### src/rtl/aai_prog_pkg.sv
package aai_prog_pkg;

    typedef enum logic [2:0] {
        S_IDLE,
        S_POLL_OP,
        S_POLL_RD,
        S_OPC,
        S_ADR,
        S_DAT
    } state_e;

    typedef enum logic [2:0] {
        J_POLL0,
        J_WREN,
        J_HEAD,
        J_WORD,
        J_WRDI,
        J_TWREN,
        J_TAIL,
        J_TWRDI
    } job_e;

    localparam logic [7:0] OP_STATUS = 8'h05;
    localparam logic [7:0] OP_WEN    = 8'h06;
    localparam logic [7:0] OP_WDIS   = 8'h04;
    localparam logic [7:0] OP_BYTE   = 8'h02;
    localparam logic [7:0] OP_AAI    = 8'hAD;
    localparam logic [7:0] POLL_FILL = 8'h00;
    localparam logic [7:0] BUSY_MASK = 8'h01;

endpackage

### src/rtl/aai_range_chk.sv
module aai_range_chk #(
    parameter int          ADDR_W   = 24,
    parameter int          CNT_W    = 16,
    parameter int unsigned DEV_SIZE = 32'h0010_0000
) (
    input  logic [ADDR_W-1:0] addr,
    input  logic [CNT_W-1:0]  count,
    output logic              too_far
);
    localparam int SUM_W = ((ADDR_W > CNT_W) ? ADDR_W : CNT_W) + 1;

    logic [SUM_W-1:0] end_excl;

    always_comb begin
        end_excl = SUM_W'(addr) + SUM_W'(count);
        too_far  = end_excl > SUM_W'(DEV_SIZE);
    end
endmodule

### src/rtl/aai_poll_timer.sv
module aai_poll_timer #(
    parameter int POLL_LIMIT = 64
) (
    input  logic clk,
    input  logic rst_n,
    input  logic clr,
    input  logic bump,
    output logic expired
);
    localparam int TW = $clog2(POLL_LIMIT + 1);
    localparam logic [TW-1:0] LAST = TW'(POLL_LIMIT - 1);

    logic [TW-1:0] cnt_d, cnt_q;

    always_comb begin
        cnt_d = cnt_q;
        if (clr)
            cnt_d = '0;
        else if (bump && cnt_q != LAST)
            cnt_d = cnt_q + TW'(1);
    end

    always_ff @(posedge clk or negedge rst_n) begin
        if (!rst_n) cnt_q <= '0;
        else        cnt_q <= cnt_d;
    end

    assign expired = (cnt_q == LAST);


    cnt_bound_chk: assert property (@(posedge clk) disable iff (!rst_n)
        cnt_q <= LAST);
endmodule

### src/rtl/aai_addr_pick.sv
module aai_addr_pick #(
    parameter int NB    = 3,
    parameter int IDX_W = 2
) (
    input  logic [8*NB-1:0]  addr,
    input  logic [IDX_W-1:0] idx,
    output logic [7:0]       byte_o
);
    localparam logic [IDX_W-1:0] LAST = IDX_W'(NB - 1);

    logic [7:0] lanes [NB];

    for (genvar g = 0; g < NB; g++) begin : g_lane
        assign lanes[g] = addr[8*(NB-1-g) +: 8];
    end

    always_comb begin
        byte_o = '0;
        if (idx <= LAST) byte_o = lanes[idx];
    end
endmodule

### src/rtl/aai_frame_shape.sv
module aai_frame_shape
    import aai_prog_pkg::*;
(
    input  job_e       job,
    input  logic       first_word,
    output logic [7:0] opcode,
    output logic       has_addr,
    output logic [1:0] n_data
);
    always_comb begin
        opcode   = OP_WDIS;
        has_addr = 1'b0;
        n_data   = 2'd0;
        case (job)
            J_WREN, J_TWREN: opcode = OP_WEN;
            J_HEAD, J_TAIL: begin
                opcode   = OP_BYTE;
                has_addr = 1'b1;
                n_data   = 2'd1;
            end
            J_WORD: begin
                opcode   = OP_AAI;
                has_addr = first_word;
                n_data   = 2'd2;
            end
            default: opcode = OP_WDIS;
        endcase
    end
endmodule

### src/rtl/aai_prog_seq.sv
module aai_prog_seq
    import aai_prog_pkg::*;
#(
    parameter int          ADDR_BYTES = 3,
    parameter int          CNT_W      = 16,
    parameter int unsigned DEV_SIZE   = 32'h0010_0000,
    parameter int          POLL_LIMIT = 64
) (
    input  logic                    clk,
    input  logic                    rst_n,
    input  logic                    start,
    input  logic [8*ADDR_BYTES-1:0] start_addr,
    input  logic [CNT_W-1:0]        start_count,
    output logic                    busy,
    output logic                    done,
    output logic                    err_timeout,
    output logic                    err_range,
    output logic [CNT_W-1:0]        written,
    output logic                    spi_req,
    output logic [7:0]              spi_tx,
    output logic                    spi_end,
    input  logic                    spi_ack,
    input  logic [7:0]              spi_rx,
    input  logic                    dat_valid,
    input  logic [7:0]              dat_byte,
    output logic                    dat_take
);
    localparam int ADDR_W = 8 * ADDR_BYTES;
    localparam int AIDX_W = (ADDR_BYTES > 1) ? $clog2(ADDR_BYTES) : 1;
    localparam logic [AIDX_W-1:0] AIDX_LAST = AIDX_W'(ADDR_BYTES - 1);

    typedef struct packed {
        state_e             st;
        job_e               job;
        logic [ADDR_W-1:0]  addr;
        logic [CNT_W-1:0]   rem;
        logic [CNT_W-1:0]   wr;
        logic [1:0]         pend;
        logic [1:0]         didx;
        logic [AIDX_W-1:0]  aidx;
        logic               first;
        logic               done;
        logic               e_to;
        logic               e_rng;
    } seq_t;

    seq_t seq_d, seq_q;

    logic       range_bad;
    logic       tmr_clr, tmr_bump, tmr_expired;
    logic [7:0] fr_opcode, adr_byte;
    logic       fr_has_addr;
    logic [1:0] fr_n_data;
    logic       poll_busy;

    aai_range_chk #(.ADDR_W(ADDR_W), .CNT_W(CNT_W), .DEV_SIZE(DEV_SIZE)) u_range (
        .addr(start_addr), .count(start_count), .too_far(range_bad)
    );

    aai_poll_timer #(.POLL_LIMIT(POLL_LIMIT)) u_timer (
        .clk(clk), .rst_n(rst_n), .clr(tmr_clr), .bump(tmr_bump), .expired(tmr_expired)
    );

    aai_frame_shape u_shape (
        .job(seq_q.job), .first_word(seq_q.first),
        .opcode(fr_opcode), .has_addr(fr_has_addr), .n_data(fr_n_data)
    );

    aai_addr_pick #(.NB(ADDR_BYTES), .IDX_W(AIDX_W)) u_apick (
        .addr(seq_q.addr), .idx(seq_q.aidx), .byte_o(adr_byte)
    );

    assign poll_busy = |(spi_rx & BUSY_MASK);

    function automatic seq_t launch(input seq_t s, input job_e j);
        seq_t r = s;
        r.st   = S_OPC;
        r.job  = j;
        r.aidx = '0;
        r.didx = '0;
        return r;
    endfunction

    function automatic seq_t finish(input seq_t s);
        seq_t r = s;
        r.st   = S_IDLE;
        r.done = 1'b1;
        return r;
    endfunction

    function automatic seq_t go_words(input seq_t s);
        if (s.rem >= CNT_W'(2)) return launch(s, J_WORD);
        return launch(s, J_WRDI);
    endfunction

    function automatic seq_t frame_end(input seq_t s);
        seq_t r = s;
        if (r.job == J_WORD) r.first = 1'b0;
        case (r.job)
            J_WREN:  r = r.addr[0] ? launch(r, J_HEAD) : go_words(r);
            J_HEAD, J_WORD, J_WRDI, J_TAIL: r.st = S_POLL_OP;
            J_TWREN: r = launch(r, J_TAIL);
            default: r = finish(r);
        endcase
        return r;
    endfunction

    always_comb begin
        seq_d      = seq_q;
        seq_d.done = 1'b0;
        spi_req    = 1'b0;
        spi_tx     = '0;
        spi_end    = 1'b0;
        dat_take   = 1'b0;
        tmr_clr    = 1'b0;
        tmr_bump   = 1'b0;

        case (seq_q.st)
            S_IDLE: begin
                if (start) begin
                    seq_d.wr    = '0;
                    seq_d.pend  = '0;
                    seq_d.e_to  = 1'b0;
                    seq_d.e_rng = 1'b0;
                    seq_d.first = 1'b1;
                    seq_d.addr  = start_addr;
                    seq_d.rem   = start_count;
                    tmr_clr     = 1'b1;
                    if (start_count == '0) begin
                        seq_d = finish(seq_d);
                    end else if (range_bad) begin
                        seq_d.e_rng = 1'b1;
                        seq_d = finish(seq_d);
                    end else begin
                        seq_d.job = J_POLL0;
                        seq_d.st  = S_POLL_OP;
                    end
                end
            end

            S_POLL_OP: begin
                spi_req = 1'b1;
                spi_tx  = OP_STATUS;
                if (spi_ack) seq_d.st = S_POLL_RD;
            end

            S_POLL_RD: begin
                spi_req = 1'b1;
                spi_tx  = POLL_FILL;
                spi_end = 1'b1;
                if (spi_ack) begin
                    if (poll_busy) begin
                        if (tmr_expired) begin
                            tmr_clr    = 1'b1;
                            seq_d.e_to = 1'b1;
                            seq_d      = finish(seq_d);
                        end else begin
                            tmr_bump = 1'b1;
                            seq_d.st = S_POLL_OP;
                        end
                    end else begin
                        tmr_clr    = 1'b1;
                        seq_d.wr   = seq_q.wr + CNT_W'(seq_q.pend);
                        seq_d.pend = '0;
                        case (seq_q.job)
                            J_POLL0:        seq_d = launch(seq_d, J_WREN);
                            J_HEAD, J_WORD: seq_d = go_words(seq_d);
                            J_WRDI:         seq_d = (seq_d.rem != '0) ? launch(seq_d, J_TWREN)
                                                                      : finish(seq_d);
                            J_TAIL:         seq_d = launch(seq_d, J_TWRDI);
                            default:        seq_d = finish(seq_d);
                        endcase
                    end
                end
            end

            S_OPC: begin
                spi_req = 1'b1;
                spi_tx  = fr_opcode;
                spi_end = !fr_has_addr && (fr_n_data == 2'd0);
                if (spi_ack) begin
                    if (fr_has_addr)              seq_d.st = S_ADR;
                    else if (fr_n_data != 2'd0)   seq_d.st = S_DAT;
                    else                          seq_d = frame_end(seq_d);
                end
            end

            S_ADR: begin
                spi_req = 1'b1;
                spi_tx  = adr_byte;
                spi_end = (seq_q.aidx == AIDX_LAST) && (fr_n_data == 2'd0);
                if (spi_ack) begin
                    seq_d.aidx = seq_q.aidx + AIDX_W'(1);
                    if (seq_q.aidx == AIDX_LAST) begin
                        if (fr_n_data != 2'd0) seq_d.st = S_DAT;
                        else                   seq_d = frame_end(seq_d);
                    end
                end
            end

            S_DAT: begin
                spi_req  = dat_valid;
                spi_tx   = dat_byte;
                spi_end  = dat_valid && (seq_q.didx == fr_n_data - 2'd1);
                dat_take = dat_valid && spi_ack;
                if (dat_valid && spi_ack) begin
                    seq_d.addr = seq_q.addr + ADDR_W'(1);
                    seq_d.rem  = seq_q.rem - CNT_W'(1);
                    seq_d.pend = seq_q.pend + 2'd1;
                    seq_d.didx = seq_q.didx + 2'd1;
                    if (seq_q.didx == fr_n_data - 2'd1) seq_d = frame_end(seq_d);
                end
            end

            default: seq_d = finish(seq_d);
        endcase
    end

    always_ff @(posedge clk or negedge rst_n) begin
        if (!rst_n) begin
            seq_q       <= '0;
            seq_q.st    <= S_IDLE;
            seq_q.job   <= J_POLL0;
        end else begin
            seq_q <= seq_d;
        end
    end

    assign busy        = (seq_q.st != S_IDLE);
    assign done        = seq_q.done;
    assign err_timeout = seq_q.e_to;
    assign err_range   = seq_q.e_rng;
    assign written     = seq_q.wr;


    end_needs_req_chk: assert property (@(posedge clk) disable iff (!rst_n)
        spi_end |-> spi_req);


    take_needs_xfer_chk: assert property (@(posedge clk) disable iff (!rst_n)
        dat_take |-> (dat_valid && spi_ack));


    done_idle_chk: assert property (@(posedge clk) disable iff (!rst_n)
        done |-> !busy);


    range_nowrite_chk: assert property (@(posedge clk) disable iff (!rst_n)
        err_range |-> (written == '0 && !err_timeout));


    wr_monotonic_chk: assert property (@(posedge clk) disable iff (!rst_n)
        busy |=> (written >= $past(written)));


    opens_with_poll_chk: assert property (@(posedge clk) disable iff (!rst_n)
        $rose(busy) |-> (spi_req && spi_tx == OP_STATUS && !spi_end));


    zero_count_chk: assert property (@(posedge clk) disable iff (!rst_n)
        (start && !busy && start_count == '0) |=> (done && !busy));
endmodule

### config.mk
export PLATFORM = sky130hd
export DESIGN_NAME = aai_prog_seq
export DESIGN_NICKNAME = d
export VERILOG_FILES = /design/src/rtl/aai_prog_pkg.sv /design/src/rtl/aai_range_chk.sv /design/src/rtl/aai_poll_timer.sv /design/src/rtl/aai_addr_pick.sv /design/src/rtl/aai_frame_shape.sv /design/src/rtl/aai_prog_seq.sv
export SDC_FILE = /design/constraint.sdc
export NUM_CORES = 1
export LEC_CHECK = 0
export ABC_AREA = 1
export BUFFER_PORTS_ARGS = -buffer_cell sky130_fd_sc_hd__buf_2
export CAP_MARGIN = 5
export CORE_MARGIN = 4
export CORE_UTILIZATION = 62
export CTS_BUF_LIST = sky130_fd_sc_hd__clkbuf_8
export DETAILED_ROUTE_END_ITERATION = 7
export PLACE_DENSITY = 0.95
export SYNTH_ARGS = -nofsm -noshare
export SYNTH_HDL_FRONTEND = slang
export SYNTH_SLANG_ARGS = --single-unit
export TNS_END_PERCENT = 50
### constraint.sdc
create_clock -name clk -period 3.32 [get_ports clk]
set_clock_uncertainty 0.15 [all_clocks]
set_input_delay 0.332 -clock clk [delete_from_list [all_inputs] [get_ports clk]]
set_output_delay 0.332 -clock clk [all_outputs]
set_load 0.02 [all_outputs]
## Yosys cells after proc, flatten, opt, wreduce, memory -nomap -nowiden

Index checks and enable logic that the tools add are counted.

| storage, ports and cells | value |
|---|---|
| bits in latches | 0 |
| logic and storage cells | 207 |
| input port bits | 61 |
| bits in writable memories | 0 |
| memory bits (read-only) | 0 |
| flip-flop bits (word level) | 79 |
| memories kept | 0 |

| cells by class | value |
|---|---|
| div/mod/pow operators | 0 |
| reductions and logical operators | 32 |
| multiplexer cells | 81 |
| equal/unequal tests | 63 |
| $mul | 0 |
| add/subtract/negate cells | 9 |
| shift-type cells | 0 |
| order comparisons | 5 |
| bitwise logic cells | 3 |

Operators by type and width:

| kind | number |
|---|---|
| 72-bit two-way mux | 18 |
| 69-bit one-hot mux with 3 select lines | 3 |
| 69-bit one-hot mux with 6 select lines | 1 |
| 72-bit one-hot mux with 4 select lines | 1 |
| 69-bit two-way mux | 3 |
| 71-bit two-way mux | 1 |
| 70-bit two-way mux | 1 |
| 35-bit AND reduction | 2 |
| 2-bit inequality test (second input constant) | 32 |
| 16-bit by 2-bit greater-or-equal comparator with 1-bit output (second input constant) | 2 |
| 8-bit one-hot mux with 4 select lines | 1 |
| 1-bit two-way mux | 29 |
| 29-bit AND reduction | 1 |
| 28-bit AND reduction | 1 |
| 3-bit one-hot mux with 3 select lines | 3 |
| 24-bit by 16-bit adder with 25-bit output | 1 |
| 25-bit by 21-bit greater-than comparator with 1-bit output (second input constant) | 1 |
| 24-bit by 1-bit adder with 24-bit output (second input constant) | 1 |
| 8-bit two-way mux | 3 |
| 8-bit one-hot mux with 3 select lines | 1 |
| 24-bit AND reduction | 1 |
| 23-bit AND reduction | 1 |
| 22-bit AND reduction | 1 |
| 3-bit inequality test (second input constant) | 7 |
| other kinds (44) | 77 |

## Depth between registers and ports, before layout

Gate-level depths: netlist of run 1.

| depth | value |
|---|---|
| depth in word-level cells | 15 |
| mapped depth | 21 |

## By module

From an unflattened synthesis of run 1, not the netlist that was laid out.

| unflattened totals | value |
|---|---|
| cell total of the unflattened synthesis | 1408 |
| area total of the unflattened synthesis | 8326.7 um^2 |

By module, submodules not included:

| module | instances | cells each | area each (um^2) | seq. area each (um^2) |
|---|---|---|---|---|
| aai_prog_seq | 1 | 953 | 5997.0 | 1801.7 |
| aai_range_chk | 1 | 309 | 1488.9 | 0.0 |
| aai_poll_timer | 1 | 68 | 486.7 | 175.2 |
| aai_addr_pick | 1 | 60 | 264.0 | 0.0 |
| aai_frame_shape | 1 | 18 | 90.1 | 0.0 |

## Worst setup path after synthesis of run 1

No wires, ideal clock.

| timing | value |
|---|---|
| path type | register to register |
| from | reg, netlist name seq_q[68] |
| to | reg, netlist name seq_q[67] |
| path slack | 0.610 ns |
| stages on the path, launching flop included | 18 |
| clock period less this slack | 2.710 ns |
| buffers on the path | 0 |
| arrival | 2.443 ns |
| library setup time | 0.118 ns |
| required time | 3.052 ns |
| path through | dfrtp_1 -> inv_1 -> nand2_1 -> nor2_1 -> inv_1 -> ha_1 -> inv_2 -> nand3_2 -> nand2_1 -> nand2_1 -> nor2_1 -> o21ai_0 -> nor2_1 -> nand2_1 -> nor3_1 -> nand2_1 -> nand2_1 -> nand2_1 |

| on the way | value |
|---|---|
| longest elaborated chain between the ends | 7 |

Ends and longest elaborated chain:

| item | line | RTL |
|---|---|---|
| 3-bit by 2-bit == test with 1-bit output (tied with other cells) | aai_frame_shape.sv:14, aai_prog_seq.sv:99, aai_prog_seq.sv:165 |  |
| 2-bit OR reduction / 4-bit OR reduction (equally long branches) | aai_frame_shape.sv:14, aai_prog_seq.sv:99 |  |
| 2-bit one-hot mux with 2 select lines / 69-bit one-hot mux with 3 select lines (equally long branches) | aai_frame_shape.sv:14, aai_prog_seq.sv:99 |  |
| 2-bit by 1-bit subtractor with 2-bit output (tied with other cells) | aai_prog_seq.sv:211 | `if (seq_q.didx == fr_n_data - 2'd1) seq_d = frame_end(seq_d);` |
| 2-bit == test (tied with other cells) | aai_prog_seq.sv:211 |  |
| 2-bit inequality test (no line) (tied with other cells) | n/a |  |
| 23-bit AND reduction (no line) / 69-bit one-hot mux with 6 select lines (equally long branches) | n/a |  |

Several ways; a longest one is shown, not always the timed one. The select of a mux whose other input is x is not followed.
A chain may end at the register's enable or synchronous reset.

## Final worst setup path of run 1

| timing | value |
|---|---|
| from | reg, netlist name seq_q[66] |
| to | out spi_end |

| on the way | value |
|---|---|
| longest elaborated chain between the ends | 7 |

Ends and longest elaborated chain:

| item | line | RTL |
|---|---|---|
| 3-bit by 2-bit == test with 1-bit output / 3-bit == test (equally long branches) | aai_frame_shape.sv:14 | `case (job)` |
| 2-bit OR reduction | aai_frame_shape.sv:14 |  |
| 2-bit one-hot mux with 2 select lines | aai_frame_shape.sv:14 |  |
| 2-bit by 1-bit subtractor with 2-bit output | aai_prog_seq.sv:204 | `spi_end = dat_valid && (seq_q.didx == fr_n_data - 2'd1);` |
| 2-bit == test | aai_prog_seq.sv:204 |  |
| 1-bit logical AND | aai_prog_seq.sv:204 |  |
| 1-bit one-hot mux with 4 select lines (*) | aai_prog_seq.sv:118 | `case (seq_q.st)` |
| end: declaration | aai_prog_seq.sv:21 | `output logic spi_end,` |

Every way passes the cells marked *; elsewhere a longest branch is shown, timed or not.

==> impl_metrics.toml, run 1 <==
[sta]
timing.setup.tns_ps = 0
period_share_pct = 92.87
relSlewSlack_pct = 51.32
fmax_mhz = 324.3
setup_viol = 0
period_needed_ps = 3083
hold_viol = 0
drv_slew = 0
worst_slew_pin_slew_ps = 730.2
timing.hold.ws_ps = 132.2
grt_setup_unrepaired = "false"

[global_route]
grt_pass1_wl_um = 39300
antenna_found_initial = 0
grt_max_degree = 56
grt_pass1_vias = 8239
grt.total_usage_pct = 33.31
gr-total-overflow = 0

[place]
hpwl_um = 19190
place_congestion = 1.057
post-place-cells = 1526
post_dp_cell_area_um2 = 8442
port_buffers = 84

[synth]
synth_edf_count = 0
syn_avg_cell_area_um2 = 6.132
syn_nets = 1385
netlist_instances = 1293
netlist_area_um2 = 7929
ys_ff_latch = 79
async_flop_share_pct = 100.0
ys.flop_type = "dfrtp_1"
synth_cell_types = 55
ys_seq_area_share_pct = 24.93
yosys_warnings = 0

[finish]
final_cell_mix = "nand2_1 (362), inv_1 (188), nor2_1 (147), o21ai_0 (92), buf_2 (83)"
drive_above_1_share_pct = 12.04
synthToLayoutAreaGrowth_pct = 9.232
fin_area_um2 = 8661
nets = 1458
layout_commonest_cell = "nand2_1"
multi_input_area_um2 = 4945
filler_cell_count = 1096
seq_area_um2 = 1978
layoutNonFillerInstCount = 1543
diodes = 0

[floorplanning]
die_area_um2 = 14660
die_w_um = 121.1
ios = 92
rows = 41
coreArea_um2 = 12570
initial_core_util_pct = 63.09
die_height_um = 121.1

[routing]
vias = 9163
drc_errors = 0
drtIter0Drc = 1304
drt-total-wl_um = 24770
drt-pass1-iter-count = 6
vias_per_cell = 5.938
ant_nets = 0
wire_per_inst_um = 16.05

[setup_path]
crit_start = "seq_q[66]"
crit_path_frequent_cell = "nand2_1"
cp_cell_sequence = "inv_1 -> nand2_1 -> ha_1 -> inv_4 -> nand3_2 -> nand2_1 -> nand2_1 -> nor2_1 -> inv_1 -> o32ai_2 -> o21a_1 -> buf_2"
cp-start-kind = "flip-flop"
cp_slowest_stage_delay_ps = 450
r2r_setup_slack_ps = 260
crit_type = "flip-flop to primary output"
reg2reg_from = "seq_q[66]"
crit_path_max_fanout = 6
worstPathRequired_ps = 2840
critPathBufInv = 4
slowest_stage = "dfrtp_2"
arrival_ps = 2600
end_kind = "primary output"
cpLargestDelayFamily = "buffers and inverters"

[clocking]
clock_latency_ps = 380
cts_setup_buffers = 0
numCtsBuffers = 9
cts_sinks = 79
clk_pin_slew_worst_paths_ps = 80
cts_buffer_depth = 2
htreeDepth = 3
cts_tree = "built"
clock-root-buffer = "clkbuf_8"

[pwr]
peakVddDrop_uv = 783.2
leakage_nw = 4.390
p_per_area_nw_per_um2 = 738.4

[hold_path]
hp-start = "dat_valid"
hold_class = "primary input to flip-flop"

[flow_run]
cap_viol_max_count = 0

[run_status]
status = "finished clean"
-- per-stage QoR --
stage	setup slack [ps]	power (mW)	utilization (%)
final	236.7	6.395	68.91
after global routing	13.62	6.881	68.91
after CTS	83.29	6.262	68.76
after detailed placement	256.6	5.541	67.17
after global placement	318.5	5.441	67.17
after floorplan	609.6	4.554	-
-- final timing paths --
check | to | cells after the start
max | spi_end | 12
min | seq_q[6] | 3
max reg2reg | seq_q[30] | 17
min reg2reg | written[0] | 2
max in group asynchronous | seq_q[66] | 3
min in group asynchronous | written[7] | 2
-- worst register-to-register path: stages (launching register included) --
cell and delay, ps:
dfrtp_2 450, inv_1 210, nor2_4 80, inv_1 90, ha_1 240, inv_4 80
nand3_2 110, o31ai_1 100, nand2_1 80, nand2_1 90, nor2_2 130, nand2_2 130
nor2_4 160, nand2_4 120, inv_6 170, nand2_4 160, buf_4 230, o22ai_1 180
-- kinds of logic (layout without fill, tap and decap cells) --
family          Yosys count  count (layout)  share of synthesized area [%]
flops                    79              79                          24.93
compound gates          244             244                          18.07
xor+xnor                 17              17                          1.878
fa+ha+maj                31              31                          5.081
buf+inv                 240             318                          12.92
simple gates            682             682                          37.12
-- routing by layer --
metal | GRT usage [%] | vias up | share of wire (%)
li1 | - | 4365 | -
met1 | 45.54 | 4109 | 41
met2 | 51.48 | 587 | 44
met3 | 5.361 | 102 | 10
met4 | 15.93 | 0 | 4.7
met5 | 0 | - | 0
-- where the power goes --
part           internal [mW]  total [mW]  leakage (nW)  switching (mW)
Combinational           1.23        4.05          3.23            2.82
Sequential              1.27        1.64          1.07           0.361
Clock                  0.302       0.706        0.0910           0.404
-- area by class of cell --
type / count / share of cell area [%]
multi-input cells: 974 / 57.09
clock buffers: 10 / 1.589
clock inverters: 6 / 0.6068
inverters: 199 / 8.827
repair buffers: 103 / 6.559
flip-flops and latches: 79 / 22.84
well taps: 172 / 2.485
-- sequential cells by signal, indices dropped and copies added, names as in the netlist --
name / cells
err_timeout: 1
u_timer.cnt_q: 7
err_range: 1
written: 16
seq_q: 53
done: 1
-- timing repair --
action | CTS | global route
hold endpoints to repair | 53 | 0
gates resized for setup | 0 | 5
hold buffers | 1 | 0
endpoints found under the setup margin | 0 | 30
-- Yosys cell counts (3+ instances only) --
| cell type | n | area [um2] |
|---|---|---|
| nand2_2 | 3 | 18.77 |
| nand3_1 | 77 | 385.4 |
| nand2_4 | 4 | 45.04 |
| nand2_1 | 362 | 1359 |
| xnor2_1 | 3 | 26.28 |
| xor2_1 | 14 | 122.6 |
| o41ai_1 | 3 | 26.28 |
| inv_2 | 5 | 18.77 |
| a31oi_1 | 6 | 37.54 |
| o31ai_1 | 5 | 37.54 |
| buf_4 | 21 | 157.7 |
| buf_6 | 3 | 33.78 |
| nand4_1 | 29 | 181.4 |
| buf_2 | 6 | 30.03 |
| o22ai_1 | 25 | 156.4 |
| nand3b_1 | 3 | 22.52 |
| ha_1 | 29 | 362.9 |
| o21ai_1 | 3 | 15.01 |
| dfrtp_1 | 79 | 1977 |
| a22oi_1 | 22 | 165.2 |
| a22o_1 | 3 | 26.28 |
| nor2_4 | 6 | 67.56 |
| nor3_2 | 4 | 40.04 |
| a221oi_1 | 4 | 35.03 |
| a21oi_1 | 65 | 325.3 |
| nor3_1 | 21 | 105.1 |
| or2_2 | 3 | 18.77 |
| inv_1 | 188 | 705.7 |
| nor2_2 | 8 | 50.05 |
| nor4_1 | 9 | 56.30 |
| nor2_1 | 149 | 559.3 |
| clkbuf_1 | 10 | 37.54 |
| o21ai_0 | 92 | 460.4 |
Note: power is estimated with default switching activity, not from simulation.
==> run 2, diff against run 1 <==
PLACE_DENSITY = 0.84   (was 0.95)
==> run 2 against run 1 <==
Net effect: the run now ends with hold timing left; utilization increased by 0.19 points; flip-flop and latch count did not move; final cell count shrank 0.19%; sequential power about the same; non-clock buffer count decreased by 3; hold slack worse by 170 ps; final area increased by 0.27%; critical endpoint unchanged; highest routed layer unchanged.
==> impl_metrics.toml, run 2 (synthesis results as in run 1) <==
[run_status]
status = "finished with violations"
violations = "hold timing"

[sta]
period_needed_ps = 3078
relSlewSlack_pct = 32.73
drv_slew = 0
timing.hold.ws_ps = -39.86
grt_setup_unrepaired = "false"
worst_slew_pin_slew_ps = 1009
setup_viol = 0
period_share_pct = 92.72
timing.setup.tns_ps = 0
fmax_mhz = 324.9
hold_viol = 60

[floorplanning]
rows = 41
die_w_um = 121.1
die_area_um2 = 14660
die_height_um = 121.1
initial_core_util_pct = 63.09
coreArea_um2 = 12570
ios = 92

[finish]
final_cell_mix = "nand2_1 (362), inv_1 (188), nor2_1 (148), o21ai_0 (92), buf_2 (83)"
drive_above_1_share_pct = 11.84
synthToLayoutAreaGrowth_pct = 9.531
largest_register = "seq_q"
filler_cell_count = 1194
layoutNonFillerInstCount = 1540
largest_reg_flops = 53
layout_commonest_cell = "nand2_1"
diodes = 0
nets = 1455

[global_route]
grt.total_usage_pct = 33.34
antenna_found_initial = 0
grt_max_degree = 80
grt_pass1_wl_um = 39240
grt_pass1_vias = 7987
gr-total-overflow = 0

[routing]
drt-pass1-iter-count = 6
vias = 8890
topRoutingLayerUsed = "met4"
ant_nets = 0
wl_met1_um = 10450
drt-total-wl_um = 24410
drtIter0Drc = 1047
wire_per_inst_um = 15.85
wl_met2_um = 11000
dr_wl_met3_um = 2203
drc_errors = 0
vias_per_cell = 5.773

[clocking]
cts-hold-fix-buffers = 0
cts_buffer_depth = 2
cts_tree = "built"
numCtsBuffers = 9
clk_pin_slew_worst_paths_ps = 100
clock_latency_ps = 380
cts_sinks = 79
htreeDepth = 3
clock-root-buffer = "clkbuf_8"

[setup_path]
cp_slowest_stage_delay_ps = 440
crit_path_max_fanout = 6
worstPathRequired_ps = 2840
arrival_ps = 2600
cp-start-kind = "flip-flop"
reg2reg_from = "seq_q[66]"
crit_path_frequent_cell = "inv_1"
cp_cell_sequence = "inv_1 -> nor2_1 -> inv_1 -> ha_2 -> xor2_1 -> nand2_1 -> nor2_1 -> inv_1 -> o32ai_1 -> o21a_1 -> buf_2"
slowest_stage = "dfrtp_1"
r2r-end = "seq_q[39]"
rr_worst_depth = 18
r2r_setup_slack_ps = 300
end_kind = "primary output"
cpLargestDelayFamily = "buffers and inverters"
critPathBufInv = 4
crit_type = "flip-flop to primary output"

[hold_path]
hold_class = "primary input to asynchronous set/reset pin"

[pwr]
p_switching_mw = 3.566
seqPwrFrac_pct = 25.0
leakage_nw = 4.403
internal_power_mw = 2.946
p_per_area_nw_per_um2 = 749.9
peakVddDrop_uv = 690.3
sw_frac_of_total_pct = 54.76
pwr-share-comb_pct = 62.3
clockPowerShare_pct = 12.6

[place]
post-place-cells = 1523
hpwl_um = 19010
port_buffers = 84
place_congestion = 0.9878

[flow_run]
cap_viol_max_count = 0
==> run 2: cell count changes in the layout (fill, tap and decap cells not counted), sizes merged <==
cell | previous run | this run
buf | 102 | 100
bufinv | 0 | 1
clkinv | 4 | 3
clkinvlp | 2 | 1
dlygate4sd3 | 1 | 0
inv | 199 | 200
==> run 2: power by group through the flow <==
stage                     Sequential, mW  Combinational, mW  Clock, mW
after global placement              1.63               3.84          0
after detailed placement            1.63               3.91          0
final                               1.63               4.06      0.822
after CTS                           1.62               3.92      0.823
after floorplan                     1.55               3.01          0
after global routing                1.67               4.57      0.853
==> run 2: how the worst max path moves through the flow <==
stage	from	endpoint	slack [ps]	depth (start not counted)
floorplan	seq_q[68]	seq_q[67]	610	17
global route	seq_q[66]	spi_end	10	11
CTS	seq_q[68]	spi_end	210	14
detailed placement	start_addr[0]	seq_q[68]	200	21
global placement	start_addr[0]	seq_q[68]	280	21
finish	seq_q[66]	spi_end	240	11
==> run 2: area by class of cell <==
class | instances | area, um2 | share of cell area, %
tap | 172 | 215.2 | 2.478
clock inverter | 6 | 75.07 | 0.8644
timing repair buffer | 100 | 580.6 | 6.685
sequential | 79 | 1977 | 22.76
clock buffer | 10 | 137.6 | 1.585
multi-input combinational | 974 | 4937 | 56.85
inverter | 199 | 762.0 | 8.774
==> run 2: worst register-to-register path, cell delays in order (launching register included) <==
cell	delay, ps
dfrtp_1	440
inv_1	180
nor2_1	100
inv_1	100
ha_2	260
inv_2	60
nand3_2	110
o31ai_1	100
nand2_1	80
nand2_1	100
nor2_2	140
nand2_2	130
nor2_4	170
nand2_4	120
inv_6	170
nand2_4	130
inv_6	190
nand2_1	90
o21ai_0	100
==> run 2: through the flow <==
step	util [%]	total power, mW	setup slack, ps	instance area, um2	hold WS [ps]
2_1_floorplan	-	4.554	609.6	7929	-113.6
3_3_place_gp	67.19	5.471	283.5	8444	350.3
3_5_place_dp	67.19	5.539	199.1	8444	356.6
4_1_cts	68.88	6.362	205.1	8657	6.537
5_1_grt	69.10	7.101	14.40	8685	30.32
6_report	69.10	6.512	241.8	8685	-39.86
==> run 2: what timing repair did <==
item | CTS | global route
resized for setup | 0 | 2
buffers inserted | 0 | 1
endpoints found under the setup margin | 0 | 12
==> run 2: metal layers <==
layer	track usage, %	vias to the layer above
li1	-	4362
met1	46.54	4000
met2	52.34	453
met3	5.781	75
met4	11.40	0
met5	0	-
